===== src/rtl/fab_pkg.sv =====
package fab_pkg;
    // Upper address bits select a register bank, lower five pick the channel.
    typedef enum logic [2:0] {
        RG_TASK  = 3'd0,
        RG_FLAG  = 3'd1,
        RG_SMASK = 3'd2,
        RG_RMASK = 3'd3,
        RG_SUB   = 3'd4,
        RG_PUB   = 3'd5,
        RG_CTL   = 3'd6,
        RG_NONE  = 3'd7
    } region_e;

    localparam int ADDR_W  = 8;
    localparam int DATA_W  = 32;
    localparam int EN_BIT  = 31;

    localparam logic [4:0] CTL_INTEN = 5'd0;
    localparam logic [4:0] CTL_SET   = 5'd1;
    localparam logic [4:0] CTL_CLR   = 5'd2;
    localparam logic [4:0] CTL_PEND  = 5'd3;
endpackage


===== src/rtl/fab_route.sv =====
module fab_route #(
    parameter int N_INST  = 2,
    parameter int N_BCAST = 8
) (
    input  logic [N_INST*N_BCAST-1:0] send_all,
    output logic [N_BCAST-1:0]        bcast
);
    always_comb begin
        bcast = '0;
        for (int i = 0; i < N_INST; i++) begin
            bcast |= send_all[i*N_BCAST +: N_BCAST];
        end
    end
endmodule


===== src/rtl/fab_port.sv =====
module fab_port
    import fab_pkg::*;
#(
    parameter int N_LOCAL = 4,
    parameter int N_BCAST = 8,
    parameter int N_EVT   = 8
) (
    input  logic                clk,
    input  logic                rst_n,
    input  logic                wr_en,
    input  logic [ADDR_W-1:0]   wr_addr,
    input  logic [DATA_W-1:0]   wr_data,
    input  logic [ADDR_W-1:0]   rd_addr,
    output logic [DATA_W-1:0]   rd_data,
    input  logic [N_EVT-1:0]    ext_evt,
    input  logic [N_BCAST-1:0]  bcast_in,
    output logic [N_BCAST-1:0]  send_out,
    output logic [N_EVT-1:0]    pub_evt,
    output logic                irq,
    output logic                acc_err
);
    localparam int IW = (N_EVT > 1) ? $clog2(N_EVT) : 1;

    logic [N_BCAST-1:0] smask_q [N_LOCAL];
    logic [N_BCAST-1:0] rmask_q [N_LOCAL];
    logic               sub_en_q  [N_LOCAL];
    logic [IW-1:0]      sub_idx_q [N_LOCAL];
    logic               pub_en_q  [N_LOCAL];
    logic [IW-1:0]      pub_idx_q [N_LOCAL];
    logic [N_LOCAL-1:0] flag_q, inten_q, pend, trig, hit;
    logic [N_EVT-1:0]   pub_q, pub_nx;
    logic               err_q;

    region_e    wr_reg, rd_reg;
    logic [4:0] wr_idx, rd_idx;
    logic       wr_ok;
    logic       unused_bits;

    assign wr_reg      = region_e'(wr_addr[7:5]);
    assign wr_idx      = wr_addr[4:0];
    assign rd_reg      = region_e'(rd_addr[7:5]);
    assign rd_idx      = rd_addr[4:0];
    assign wr_ok       = int'(wr_idx) < N_LOCAL;
    assign unused_bits = ^wr_data;

    // Trigger sources: software task write or a subscribed external pulse.
    always_comb begin
        trig     = '0;
        send_out = '0;
        for (int n = 0; n < N_LOCAL; n++) begin
            if (wr_en && wr_reg == RG_TASK && int'(wr_idx) == n && wr_data[0])
                trig[n] = 1'b1;
            if (sub_en_q[n] && int'(sub_idx_q[n]) < N_EVT && ext_evt[sub_idx_q[n]])
                trig[n] = 1'b1;
            if (trig[n])
                send_out |= smask_q[n];
        end
    end

    // Receive side: hit on any overlap of the receive mask with the bank.
    always_comb begin
        pub_nx = '0;
        for (int n = 0; n < N_LOCAL; n++) begin
            hit[n] = |(rmask_q[n] & bcast_in);
            if (hit[n] && pub_en_q[n] && int'(pub_idx_q[n]) < N_EVT)
                pub_nx[pub_idx_q[n]] = 1'b1;
        end
    end

    // Configuration registers.
    always_ff @(posedge clk or negedge rst_n) begin
        if (!rst_n) begin
            for (int n = 0; n < N_LOCAL; n++) begin
                smask_q[n]   <= '0;
                rmask_q[n]   <= '0;
                sub_en_q[n]  <= 1'b0;
                sub_idx_q[n] <= '0;
                pub_en_q[n]  <= 1'b0;
                pub_idx_q[n] <= '0;
            end
            inten_q <= '0;
        end else if (wr_en) begin
            for (int n = 0; n < N_LOCAL; n++) begin
                if (int'(wr_idx) == n) begin
                    case (wr_reg)
                        RG_SMASK: smask_q[n] <= wr_data[N_BCAST-1:0];
                        RG_RMASK: rmask_q[n] <= wr_data[N_BCAST-1:0];
                        RG_SUB: begin
                            sub_en_q[n]  <= wr_data[EN_BIT];
                            sub_idx_q[n] <= wr_data[IW-1:0];
                        end
                        RG_PUB: begin
                            pub_en_q[n]  <= wr_data[EN_BIT];
                            pub_idx_q[n] <= wr_data[IW-1:0];
                        end
                        default: ;
                    endcase
                end
            end
            if (wr_reg == RG_CTL) begin
                case (wr_idx)
                    CTL_INTEN: inten_q <= wr_data[N_LOCAL-1:0];
                    CTL_SET:   inten_q <= inten_q | wr_data[N_LOCAL-1:0];
                    CTL_CLR:   inten_q <= inten_q & ~wr_data[N_LOCAL-1:0];
                    default: ;
                endcase
            end
        end
    end

    // Sticky flags: an event beats a same-cycle software clear.
    always_ff @(posedge clk or negedge rst_n) begin
        if (!rst_n) begin
            flag_q <= '0;
            pub_q  <= '0;
            err_q  <= 1'b0;
        end else begin
            for (int n = 0; n < N_LOCAL; n++) begin
                if (hit[n])
                    flag_q[n] <= 1'b1;
                else if (wr_en && wr_reg == RG_FLAG && int'(wr_idx) == n)
                    flag_q[n] <= wr_data[0];
            end
            pub_q <= pub_nx;
            err_q <= wr_en && (wr_reg == RG_TASK || wr_reg == RG_SUB) && !wr_ok;
        end
    end

    assign pend    = inten_q & flag_q;
    assign irq     = |pend;
    assign pub_evt = pub_q;
    assign acc_err = err_q;

    always_comb begin
        rd_data = '0;
        for (int n = 0; n < N_LOCAL; n++) begin
            if (int'(rd_idx) == n) begin
                case (rd_reg)
                    RG_FLAG:  rd_data[0] = flag_q[n];
                    RG_SMASK: rd_data[N_BCAST-1:0] = smask_q[n];
                    RG_RMASK: rd_data[N_BCAST-1:0] = rmask_q[n];
                    RG_SUB: begin
                        rd_data[EN_BIT] = sub_en_q[n];
                        rd_data[IW-1:0] = sub_idx_q[n];
                    end
                    RG_PUB: begin
                        rd_data[EN_BIT] = pub_en_q[n];
                        rd_data[IW-1:0] = pub_idx_q[n];
                    end
                    default: ;
                endcase
            end
        end
        if (rd_reg == RG_CTL) begin
            if (rd_idx == CTL_PEND)
                rd_data[N_LOCAL-1:0] = pend;
            else if (rd_idx == CTL_INTEN || rd_idx == CTL_SET || rd_idx == CTL_CLR)
                rd_data[N_LOCAL-1:0] = inten_q;
        end
    end

    // every hit leaves its flag set one edge later.
    assert_hit_sets_flag_R2: assert property (@(posedge clk) disable iff (!rst_n)
        (|hit) |=> ((flag_q & $past(hit)) == $past(hit)));

    // set alias leaves the written bits enabled.
    assert_set_alias_R6: assert property (@(posedge clk) disable iff (!rst_n)
        (wr_en && wr_reg == RG_CTL && wr_idx == CTL_SET)
        |=> ((inten_q & $past(wr_data[N_LOCAL-1:0])) == $past(wr_data[N_LOCAL-1:0])));

    // clear alias removes the written bits.
    assert_clr_alias_R6: assert property (@(posedge clk) disable iff (!rst_n)
        (wr_en && wr_reg == RG_CTL && wr_idx == CTL_CLR)
        |=> ((inten_q & $past(wr_data[N_LOCAL-1:0])) == '0));

    // no enabled bits, no interrupt.
    assert_irq_gated_R5: assert property (@(posedge clk) disable iff (!rst_n)
        (inten_q == '0) |-> !irq);

    // a publish pulse always follows a receive hit.
    assert_pub_cause_R7: assert property (@(posedge clk) disable iff (!rst_n)
        (pub_q != '0) |-> $past(|hit));
endmodule


===== src/rtl/xdom_evt_fabric.sv =====
module xdom_evt_fabric #(
    parameter int N_INST  = 2,
    parameter int N_LOCAL = 4,
    parameter int N_BCAST = 8,
    parameter int N_EVT   = 8
) (
    input  logic                  clk,
    input  logic                  rst_n,
    input  logic [N_INST-1:0]     wr_en,
    input  logic [8*N_INST-1:0]   wr_addr,
    input  logic [32*N_INST-1:0]  wr_data,
    input  logic [8*N_INST-1:0]   rd_addr,
    output logic [32*N_INST-1:0]  rd_data,
    input  logic [N_EVT-1:0]      ext_evt,
    output logic [N_EVT*N_INST-1:0] pub_evt,
    output logic [N_INST-1:0]     irq,
    output logic [N_INST-1:0]     acc_err
);
    localparam int SEND_W = N_INST * N_BCAST;

    logic [SEND_W-1:0]  send_all;
    logic [N_BCAST-1:0] bcast;

    fab_route #(.N_INST(N_INST), .N_BCAST(N_BCAST)) u_route (
        .send_all (send_all),
        .bcast    (bcast)
    );

    for (genvar g = 0; g < N_INST; g++) begin : g_port
        fab_port #(.N_LOCAL(N_LOCAL), .N_BCAST(N_BCAST), .N_EVT(N_EVT)) u_port (
            .clk      (clk),
            .rst_n    (rst_n),
            .wr_en    (wr_en[g]),
            .wr_addr  (wr_addr[g*8 +: 8]),
            .wr_data  (wr_data[g*32 +: 32]),
            .rd_addr  (rd_addr[g*8 +: 8]),
            .rd_data  (rd_data[g*32 +: 32]),
            .ext_evt  (ext_evt),
            .bcast_in (bcast),
            .send_out (send_all[g*N_BCAST +: N_BCAST]),
            .pub_evt  (pub_evt[g*N_EVT +: N_EVT]),
            .irq      (irq[g]),
            .acc_err  (acc_err[g])
        );
    end
endmodule


===== config.mk =====
export PLATFORM = sky130hd
export DESIGN_NAME = xdom_evt_fabric
export DESIGN_NICKNAME = d
export VERILOG_FILES = /design/src/rtl/fab_pkg.sv /design/src/rtl/fab_route.sv /design/src/rtl/fab_port.sv /design/src/rtl/xdom_evt_fabric.sv
export SDC_FILE = /design/constraint.sdc
export NUM_CORES = 1
export LEC_CHECK = 0
export ABC_AREA = 1
export CELL_PAD_IN_SITES_DETAIL_PLACEMENT = 0
export CELL_PAD_IN_SITES_GLOBAL_PLACEMENT = 1
export CORE_MARGIN = 3
export CORE_UTILIZATION = 46
export CTS_CLUSTER_DIAMETER = 40
export CTS_CLUSTER_SIZE = 8
export DETAILED_ROUTE_END_ITERATION = 16
export DONT_BUFFER_PORTS = 1
export PLACE_DENSITY_LB_ADDON = 0.1
export SLEW_MARGIN = 20
export SYNTH_ARGS = -nofsm -noshare
export SYNTH_HDL_FRONTEND = slang
export SYNTH_HIERARCHICAL = 1
export SYNTH_SLANG_ARGS = --single-unit

===== constraint.sdc =====
create_clock -name clk -period 2.3 [get_ports clk]
set_input_delay 0.575 -clock clk [delete_from_list [all_inputs] [get_ports clk]]
set_output_delay 0.575 -clock clk [all_outputs]
set_load 0.05 [all_outputs]

[Yosys cells after proc, flatten, opt, wreduce, memory -nomap -nowiden]
Cells that the tools add are included.
W data, S select, Z words.
Operators by class
  order comparisons: 26
  eq/ne operators: 46
  muxes and demuxes: 136
  bitwise logic cells: 29
  reductions and logical operators: 128
Operators with widths (count)
  $mux W8: 24
  $or A8 B8 Y8: 13
  $reduce_and A3 Y1: 34
  $pmux W5 S2: 8
  $and A8 B8 Y8: 8
  $lt A3 B4 Y1 const B: 16
  $pmux W2 S4: 8
  $reduce_or A8 Y1: 8
  $logic_and A1 B1 Y1: 56
  $mux W1: 56
  $eq A5 B2 Y1 const B: 10
  $eq A5 B3 Y1 const B: 8
  $logic_not A5 Y1: 8
  $pmux W1 S5: 8
  $eq A3 B3 Y1 const B: 12
  $bmux W1 S3: 8
  $demux W1 S3: 8
  $eq A3 B2 Y1 const B: 8
  $ge A3 B1 Y1 const B: 8
  $mux W4: 6
  $pmux W4 S3: 2
  $eq A5 B1 Y1 const B: 4
  $and A4 B4 Y4: 4
  $pmux W1 S2: 8
  10 further kinds: 32
Word-level totals
  bits in registers: 226
  input bits: 108
  output and inout bits: 84
  word-level logic and storage cells: 427

[Depth between registers and ports, before layout]
  word-level depth: 24
  gate-level depth with buffers: 21

[Hierarchy]
The synthesis kept the hierarchy.
By module, submodules not included
  fab_port at g_port[0].u_port: instances 1, cells each 951, area each 6617.6 um^2, seq. area each 2827.7 um^2
  fab_port at g_port[1].u_port: instances 1, cells each 952, area each 6590.1 um^2, seq. area each 2827.7 um^2
  fab_route: instances 1, cells each 24, area each 90.1 um^2, seq. area each 0.0 um^2

[Worst setup path after synthesis]
No wires, ideal clock.
  path type: in2out
  start point: in rd_addr[6]
  end point: out rd_data[31]
  arrival time: 2376 ps
  setup slack: -651 ps
  stages on the path: 8
  buffers on the path: 1
  cells stage by stage: inv_1 nand3_1 inv_1 buf_2 nand2_1 nand3_1 nand2_1 o21ai_0
On the way
  cells in the longest elaborated chain, start to end: 9
RTL lines
  start, declared: RTL line xdom_evt_fabric.sv:12  | input logic [8*N_INST-1:0] rd_addr,
  $eq A3 B3 Y1: RTL line fab_port.sv:138  | case (rd_reg)
  $pmux W1 S2: RTL line fab_port.sv:138
  $mux W1: RTL line fab_port.sv:137  | if (int'(rd_idx) == n) begin
  $pmux W1 S2: RTL line fab_port.sv:138
  $mux W1: RTL line fab_port.sv:137
  $pmux W1 S2: RTL line fab_port.sv:138
  $mux W1: RTL line fab_port.sv:137
  $pmux W1 S2: RTL line fab_port.sv:138
  $mux W1 *: RTL line fab_port.sv:137
  end, declared: RTL line xdom_evt_fabric.sv:13  | output logic [32*N_INST-1:0] rd_data,
Every way passes the cells marked *; elsewhere a longest branch is shown, timed or not.

[Worst setup path after layout]
  start point: reg g_port[1].u_port/sub_idx_q[9] (netlist bit)
  end point: reg g_port[0].u_port.pub_q[3]
On the way
  cells in the longest elaborated chain, start to end: 22
RTL lines
  start, declared: RTL line fab_port.sv:27  | logic [IW-1:0] sub_idx_q [N_LOCAL];
  start signal, assigned by index: RTL line fab_port.sv:90  | sub_idx_q[n] <= wr_data[IW-1:0];
  $bmux W1 S3 *: RTL line fab_port.sv:53  | if (sub_en_q[n] && int'(sub_idx_q[n]) < N_EVT && ext_evt[sub_idx_q[n]])
  $mux W1 (not written as such) *: RTL line fab_port.sv:53
  $logic_and A1 B1 Y1 *: RTL line fab_port.sv:53
  $mux W1 *: RTL line fab_port.sv:53
  $mux W8 *: RTL line fab_port.sv:55  | if (trig[n])
  $or A8 B8 Y8: RTL line fab_port.sv:56  | send_out |= smask_q[n];
  $mux W8 *: RTL line fab_port.sv:55
  $or A8 B8 Y8: RTL line fab_port.sv:56
  [3 not listed]
  named net send_all[12]: RTL line xdom_evt_fabric.sv:21  | logic [SEND_W-1:0] send_all;
  [1 not listed]
  named net bcast[4]: RTL line xdom_evt_fabric.sv:22  | logic [N_BCAST-1:0] bcast;
  [3 not listed]
  $mux W8: RTL line fab_port.sv:65  | if (hit[n] && pub_en_q[n] && int'(pub_idx_q[n]) < N_EVT)
  $or A8 B8 Y8 (no source line)
  $mux W8: RTL line fab_port.sv:65
  $or A8 B8 Y8 (no source line)
  $mux W8: RTL line fab_port.sv:65
  $or A8 B8 Y8 (no source line)
  $mux W8 *: RTL line fab_port.sv:65
  named net g_port[0].u_port.pub_nx[3]: RTL line fab_port.sv:31  | logic [N_EVT-1:0] pub_q, pub_nx;
  end signal, assigned: RTL line fab_port.sv:124  | pub_q <= pub_nx;
  end, declared: RTL line fab_port.sv:31
The timed path passes the listed nets; every way through them passes the cells marked *. The select of a mux whose other input is x is not followed.
A chain may end at the register's enable or synchronous reset.

==> results.yml <==
run_status:
  outcome: "complete, but fails checks"
  violations: "negative hold slack, negative setup slack"
final_layout:
  fillerInstances: 2487
  drive_gt1_share_pct: 29.35
  final_common_cell: "nand2_1"
  area_delta_synth_final_pct: 38.55
  fin_cells: 2552
  fin_area_um2: 18420
  final_cell_mix: "nand2_1, dfrtp_1, o21ai_0"
  fin_util_pct: 65.42
  final_nets: 2251
  diodes: 0
placed_design:
  io_buffers: 0
  placedCellCount: 2430
  place_area_um2: 15110
  routabilityCongestion: 0.9127
  dpl.hpwl_um: 32260
detailed_routing:
  ant_nets: 0
  drt_iter0_drc: 1156
  vias: 13830
  wl_per_cell_um: 18.37
  route.detailed.drc: 0
  routed_wl_um: 46870
  drt_first_pass_iters: 5
  vias_per_cell: 5.420
pwr:
  clock_power_share_pct: 53.8
  p_comb_share_pct: 9.9
  switching_power_mw: 3.131
  swShare_pct: 25.75
  seq_power_share_pct: 36.3
  power.density_nw_per_um2: 659.9
  p_leak_nw: 8.614
  p_int_mw: 9.027
  peakVddDrop_mv: 0.5625
worst_setup_path:
  crit_chain: "buf_6 -> nand2_1 -> nand3_1 -> nand3_2 -> nand3_4 -> nand2_4 -> buf_6 -> nand2_2 -> nand2_1 -> inv_1 -> nand2_2 -> inv_2 -> nand2_4 -> buf_6 -> nand2_4 -> o21ai_2 -> nor2_1 -> nand2_2 -> nand4_1 -> nor2_1 -> nor2_1 -> nand2_1"
  slowest_delay_ns: 0.43
  crit_path_start_kind: "flip-flop"
  critPathRequiredTime_ns: 2.70
  cpMaxStageDelayCell: "dfrtp_2"
  cp_max_fo: 8
  cp_data_arrival_time_ns: 2.91
  end_kind: "flip-flop"
  crit_type: "flip-flop to flip-flop"
  reg2regPathDepth: 22
die:
  start_util_pct: 47.22
  die_w_um: 176.0
  io_pins: 192
  die_h_um: 176.0
  dieArea_um2: 30980
  coreArea_um2: 28160
  rows: 61
global_route:
  grt_overflow: 0
  grt_max_degree: 227
  grt_use_total_pct: 28.99
  antenna_found_initial: 0
  grt_pass1_vias: 13040
  grt_pass1_wl_um: 71210
clocking:
  htreeDepth: 2
  path_clk_slew_ns: 0.04
  tritoncts: "done"
  cts_made_buffers: 44
  clk_latency_ns: 0.53
  clock_path_buffers: 3
  cts_num_sinks: 226
  root_buffer: "clkbuf_16"
yosys:
  async_flop_share_pct: 100.0
  yosys_warnings: 6
  synth_ff_type: "dfrtp_1"
  synth_seq_cells: 226
  ys_seq_area_share_pct: 42.53
  synth-edff-count: 0
  syn-cell-area_um2: 13300
  syn_area_per_cell_um2: 6.901
  syn_inst: 1927
  ys_types: 38
timing:
  slew_viol_final: 0
  min_period_ns: 2.506
  fin_worst_skew_ns: 0.02146
  rsz0062_at_grt: "yes"
  worst_slew_margin_rel_pct: 52.20
  tns_ns: -3.901
  fmax_mhz: 399.1
  fin_hold_ws_ns: -0.2433
  setup_ws_ns: -0.2058
  timing.final.crit_share_pct: 108.9
  hold_violations: 226
  finalSetupViolations: 32
  tightest_slew_ns: 0.7163
flow_run:
  maxCapViolations: 0
worst_hold_path:
  hp-class: "input port to async pin"
[metal layers]
| metal | vias to the layer above | wire, um | GRT usage (%) |
|---|---|---|---|
| met4 | 0 | 1321 | 9.238 |
| li1 | 6558 | - | - |
| met3 | 102 | 3221 | 4.645 |
| met1 | 6653 | 20910 | 41.85 |
| met2 | 518 | 21420 | 44.79 |
| met5 | - | 0 | 0 |
[worst max-delay path: cells and delay by family, from the launching register on]
kind,cells,cell delay [ns]
buffers and inverters,5,0.53
AO/OA/AOI/OAI,1,0.05
flip-flops,1,0.43
AND/OR/NAND/NOR,16,1.38
[kinds of logic (layout without fill, tap and decap cells)]
group           after synthesis  count (layout)  synth area share, %
compound gates              339             339                13.66
buf+inv                     317             518                10.89
flops                       226             226                42.53
other cells                   2              46              0.05648
simple gates               1043            1045                32.87
[cells in the mapped netlist, types with 4 or more instances]
master      n  area, um^2
nand2_1   727        2729
o21ai_0   271        1356
dfrtp_1   226        5655
inv_1     226       848.3
nand3_1   115       575.6
nor2_1    107       401.6
buf_4      46       345.3
nand4_1    44       275.3
a22o_1     21       183.9
a21oi_1    18       90.09
buf_2      18       90.09
o21ai_1    13       65.06
clkbuf_1   12       45.04
nor3_1     12       60.06
nand3b_1   10       75.07
buf_6       8       90.09
nor2_2      7       43.79
nand3_2     6       60.06
nor3_2      5       50.05
o21a_1      5       37.54
o22ai_1     4       25.02
[registers in the layout, indices dropped and copies added (netlist names)]
register	flops
g_port.u_port/rmask_q	64
g_port.u_port/smask_q	64
g_port.u_port/pub_idx_q	24
g_port.u_port/sub_idx_q	24
g_port.u_port/pub_evt	16
g_port.u_port/flag_q	8
g_port.u_port/inten_q	8
g_port.u_port/pub_en_q	8
g_port.u_port/sub_en_q	8
g_port.u_port/acc_err	2
[final cells by class]
cell class | instances | area (um^2) | area share (%)
multi-input combinational | 1430 | 7662 | 41.59
sequential | 226 | 5668 | 30.76
timing repair buffer | 211 | 2200 | 11.94
clock buffer | 59 | 1279 | 6.941
inverter | 230 | 908.4 | 4.930
tap | 378 | 473.0 | 2.567
clock inverter | 18 | 234.0 | 1.270
[power by group through the flow]
stage	sequential, mW	combinational [mW]	clock, mW
floorplan	4.38	0.746	0
global placement	4.45	0.971	0
detailed placement	4.45	0.987	0
CTS	4.40	1.08	6.64
global route	4.43	1.31	6.84
finish	4.41	1.21	6.54
[timing repair]
action,4_1_cts,5_1_grt
pin swaps,82,150
resized for setup,213,245
gates cloned,1,6
endpoints found under the setup margin,42,42
setup buffers,29,19
endpoints found under the hold margin,226,226
[per-stage QoR]
| stage | total power, mW | setup WS [ns] |
|---|---|---|
| floorplan | 5.127 | -0.06883 |
| global placement | 5.419 | -0.6432 |
| detailed placement | 5.436 | -0.6817 |
| CTS | 12.12 | -0.1826 |
| global route | 12.58 | -0.3943 |
| finish | 12.16 | -0.2058 |
[worst paths after layout]
path / endpoint / start / slack [ns]
max: g_port[0].u_port/pub_evt[3] / g_port[1].u_port/sub_idx_q[9] / -0.21
min: g_port[0].u_port/pub_idx_q[6] / rst_n / -0.24
max reg2reg: g_port[0].u_port/pub_evt[3] / g_port[1].u_port/sub_idx_q[9] / -0.21
min reg2reg: g_port[0].u_port/rmask_q[13] / g_port[0].u_port/rmask_q[13] / 0.49
max in group asynchronous: g_port[1].u_port/smask_q[21] / rst_n / 2.13
min in group clk: g_port[1].u_port/flag_q[0] / wr_data[32] / 0.15
No activity file was read; power rests on OpenSTA's default activity.
